--- config.mk ---
export PLATFORM = sky130hd
export DESIGN_NAME = nvm_access_guard
export DESIGN_NICKNAME = d
export VERILOG_FILES = /design/src/rtl/nag_pkg.sv /design/src/rtl/nag_session.sv /design/src/rtl/nag_wcyc_timer.sv /design/src/rtl/nag_write_gate.sv /design/src/rtl/nvm_access_guard.sv
export SDC_FILE = /design/constraint.sdc
export NUM_CORES = 1
export LEC_CHECK = 0
export ABC_AREA = 1
export ABC_CLOCK_PERIOD_IN_PS = 3250
export BUFFER_PORTS_ARGS = -buffer_cell sky130_fd_sc_hd__buf_2
export CAP_MARGIN = 15
export CORE_MARGIN = 5
export CORE_UTILIZATION = 44
export DETAILED_ROUTE_END_ITERATION = 10
export SYNTH_ARGS = -nofsm -noshare
export SYNTH_HDL_FRONTEND = slang
export SYNTH_SLANG_ARGS = --single-unit
--- constraint.sdc ---
create_clock -name clk -period 3.25 [get_ports clk]
set_input_delay 0.65 -clock clk [delete_from_list [all_inputs] [get_ports clk]]
set_output_delay 0.65 -clock clk [all_outputs]
set_load 0.05 [all_outputs]
--- src/rtl/nag_pkg.sv ---
package nag_pkg;
   // Decision of the write gate for one cycle
   typedef enum logic [1:0] {
      WG_IDLE  = 2'd0,
      WG_GRANT = 2'd1,
      WG_BUSY  = 2'd2,
      WG_DENY  = 2'd3
   } wg_dec_e;
endpackage

--- src/rtl/nag_session.sv ---
// Tracks whether a bus transaction is open and raises the abort pulse.
module nag_session #(
   parameter bit START_WINS = 1'b1
) (
   input  logic clk,
   input  logic rst_n,
   input  logic sup_rst,
   input  logic start_i,
   input  logic stop_i,
   output logic ok_o,
   output logic abort_o
);
   logic open_q;
   logic open_d;

   generate
      if (START_WINS) begin : g_start_prio
         always_comb begin
            if (start_i)     open_d = 1'b1;
            else if (stop_i) open_d = 1'b0;
            else             open_d = open_q;
         end
      end else begin : g_stop_prio
         always_comb begin
            if (stop_i)       open_d = 1'b0;
            else if (start_i) open_d = 1'b1;
            else              open_d = open_q;
         end
      end
   endgenerate

   always_ff @(posedge clk) begin
      if (!rst_n)       open_q <= 1'b0;
      else if (sup_rst) open_q <= 1'b0;   // close and refuse new starts
      else              open_q <= open_d;
   end

   // open_q clears one cycle after reset rises, so this is a single pulse
   assign abort_o = sup_rst & open_q;
   assign ok_o    = open_q & ~sup_rst;
endmodule

--- src/rtl/nag_wcyc_timer.sv ---
// Models the fixed length of an internal programming cycle.
module nag_wcyc_timer #(
   parameter int unsigned WR_CYCLES = 500000
) (
   input  logic clk,
   input  logic rst_n,
   input  logic load_i,
   output logic busy_o
);
   localparam int unsigned CW = $clog2(WR_CYCLES + 1);

   generate
      if (WR_CYCLES < 1) begin : g_bad_len
         $error("nag_wcyc_timer: WR_CYCLES must be at least 1");
      end
   endgenerate

   logic [CW-1:0] left_q;

   // No supervisor reset input: a running cycle always completes
   always_ff @(posedge clk) begin
      if (!rst_n)              left_q <= '0;
      else if (load_i)         left_q <= CW'(WR_CYCLES);
      else if (left_q != '0)   left_q <= left_q - CW'(1);
   end

   assign busy_o = (left_q != '0);
endmodule

--- src/rtl/nag_write_gate.sv ---
// Combinational decision on a write request.
module nag_write_gate
   import nag_pkg::*;
(
   input  logic    wr_req_i,
   input  logic    ok_i,
   input  logic    wp_i,
   input  logic    busy_i,
   output wg_dec_e dec_o
);
   always_comb begin
      if (!wr_req_i)         dec_o = WG_IDLE;
      else if (!ok_i || wp_i) dec_o = WG_DENY;
      else if (busy_i)       dec_o = WG_BUSY;
      else                   dec_o = WG_GRANT;
   end
endmodule

--- src/rtl/nvm_access_guard.sv ---
module nvm_access_guard
   import nag_pkg::*;
#(
   parameter int unsigned WR_CYCLES  = 500000,
   parameter bit          START_WINS = 1'b1
) (
   input  logic clk,
   input  logic rst_n,
   input  logic sup_rst,
   input  logic wp,
   input  logic txn_start,
   input  logic txn_stop,
   input  logic wr_req,
   input  logic eng_busy,
   output logic txn_abort,
   output logic txn_ok,
   output logic wr_start,
   output logic wr_busy_rej,
   output logic wcyc_busy
);
   logic    ok_w;
   logic    timer_busy;
   wg_dec_e dec;

   nag_session #(.START_WINS(START_WINS)) u_session (
      .clk     (clk),
      .rst_n   (rst_n),
      .sup_rst (sup_rst),
      .start_i (txn_start),
      .stop_i  (txn_stop),
      .ok_o    (ok_w),
      .abort_o (txn_abort)
   );

   nag_write_gate u_gate (
      .wr_req_i (wr_req),
      .ok_i     (ok_w),
      .wp_i     (wp),
      .busy_i   (timer_busy | eng_busy),
      .dec_o    (dec)
   );

   nag_wcyc_timer #(.WR_CYCLES(WR_CYCLES)) u_timer (
      .clk    (clk),
      .rst_n  (rst_n),
      .load_i (wr_start),
      .busy_o (timer_busy)
   );

   assign txn_ok      = ok_w;
   assign wr_start    = (dec == WG_GRANT);
   assign wr_busy_rej = (dec == WG_BUSY);
   assign wcyc_busy   = timer_busy;
endmodule

==> metrics <==
outcome complete, no violations; Starting Density 45.17%; RSZ-0062 raised after global routing no; post-CTS setup buffer count 0; reg2reg path depth 9; via count 1119; root buffer cell clkbuf_4; final core utilization 48.92%; Final Hold Fails 0; Non-Filler Instances 227; crit end category primary output; minimum clock period 2537 ps; sequential fraction of the synthesis area 32.42%; count of cells resized by post-cts repair 0; Synth-to-Final Area Change 8.308%; Clock Skew 15.00 ps; H-Tree Level Count 1; initial antenna violation count 0; Num CTS Buffers 3; RR Endpoint u_timer.left_q[11]; CP peak stage delay 340 ps; Hold WC Path Type reg -> reg; critical path class reg -> out; Core Area 2734 µm²; Syn Std Cell Area 1235 µm²; Slowest cell on crit path dfxtp_1; max_slew headroom 71.48%; Max Cap Viol 0; die area 3966 µm²; crit path capture wr_busy_rej; total congestion overflow 0; Bufs on Longest Clock Path 2; share of cells above drive strength 1 16.84%; Final Max Tran Viols 0; PortBufs 12; pin count of the biggest net entering global routing 14; setup ws final 713.5 ps; f_max 394.2 MHz; vias in the first global route 1088; drt drc 0; post-synthesis cell type count 24; CTS tree done; wire per inst 11.98 µm; post-route ant nets 0; syn avg cell area 6.748 µm²; Synthesis Warnings 0; final WL 2720 µm; # clock sinks 20; crit path cell chain inv_1 > ha_1 > inv_1 > nor2_1 > nand3_1 > nor2_1 > nand2_1 > o21ai_0 > inv_1 > buf_2; worst slew pin tran 426.8 ps; TNS Setup 0 ps; R2R Setup Slk 1450 ps; Setup Viol. Count Final 0; Die W 62.98 µm; Placement Setup Slack 969.4 ps; chip height 62.98 µm; drt pass-1 iters 4; CP required 2600 ps; Yosys reg bits 20; Syn Inst Count 183; GRT Total Usage 14.92%; Arr. time, crit path 1890 ps; Final nets 208; first-pass GRT wire length 4767 µm; syn nets 193; GPL Wtd Cong 0.8598; antenna cells 0; Post-DP HPWL 2176 µm; most frequent CP cell inv_1; Reg2Reg Launch Point u_timer.left_q[0]; # hold bufs at CTS 0; CP startpoint u_timer.left_q[0]; CP Launch Type flip-flop; Period Utilization, post-route 78.05%; peak fanout along the critical path 6; Worst-Skew Late Latency 310 ps; Std-Cell Rows 19; Avg Vias per Cell 4.930; clock slew at reported path FFs 120 ps; DP Cell Count 224; Starting DRT DRC Count 24; io pins 13
==> routing by layer <==
layer	up-vias	share of wire [%]	wire length [µm]	track usage [%]
met2	19	47	1276	24.36
met5	-	0	0	0
met4	0	1.8	48	6.631
met1	498	47	1287	18.44
met3	4	4.0	108	3.417
li1	598	-	-	-
==> worst min path at each step <==
stage                      startpoint           endpoint  slack [ps]  cells past startpoint
floorplan           u_timer.left_q[0]  u_timer.left_q[0]         460                      2
global placement    u_timer.left_q[0]  u_timer.left_q[0]         470                      2
detailed placement  u_timer.left_q[1]  u_timer.left_q[1]         480                      2
CTS                 u_timer.left_q[1]  u_timer.left_q[1]         500                      2
global route                  sup_rst   u_session.open_q         500                      2
finish              u_timer.left_q[0]  u_timer.left_q[0]         500                      2
==> state kept, by name (all words and copies together), names as in the netlist <==
register          cells
u_timer.left_q       19
u_session.open_q      1
==> cell usage after synthesis <==
master	instances	area [µm²]
nand3b_1	1	7.510
nand4_1	3	18.77
nor2_4	2	22.52
inv_1	20	75.07
xor2_1	4	35.03
or2_2	2	12.51
nand3_2	3	30.03
nand2_2	2	12.51
ha_1	2	25.02
nor3_1	5	25.02
xnor2_1	6	52.55
nand4_4	1	21.27
a21oi_1	7	35.03
nor2_1	35	131.4
nor2_8	1	20.02
nand2_1	46	172.7
nand2_4	1	11.26
nand3_1	12	60.06
nor2_2	5	31.28
inv_4	1	6.260
o21ai_0	2	10.01
buf_6	1	11.26
dfxtp_1	20	400.4
buf_4	1	7.510
==> area by class of cell <==
class	count	area (µm²)
fill	286	1396
multi-input combinational	140	734.5
sequential	20	400.4
inverter	21	81.33
timing repair buffer	12	60.06
tap	31	38.79
clock buffer	3	22.52
==> layout by cell type, fill, tap and decap left out, drive strengths merged <==
cell,n
nand2,49
nand3b,1
nor3,5
buf,12
nand3,15
o21ai,2
a21oi,7
ha,2
or2,2
xnor2,6
nand4,4
dfxtp,20
nor2,43
clkbuf,3
inv,21
xor2,4
==> logic make-up after synthesis <==
family	Yosys count	synth area share, %
xor+xnor	10	7.092
compound gates	9	3.647
buf+inv	23	8.106
fa+ha+maj	2	2.026
flops	20	32.42
simple gates	119	46.71
==> through the flow <==
stage	hold slack, ps	cell area, µm²
after floorplan	456.0	1235
after global placement	467.3	1315
after detailed placement	478.6	1315
after CTS	497.4	1338
after global routing	495.3	1338
final	498.9	1338
==> critical path: cells and delay by family, from the launching register on <==
kind            cells  cell delay [ps]
compound gates      1              160
fa+ha+maj           1              200
buf+inv             4              450
flops               1              340
simple gates        4              420
Power is left out: the tool's default activity adds up to more than one toggle a clock period on the data nets, which glitch-free logic cannot reach.
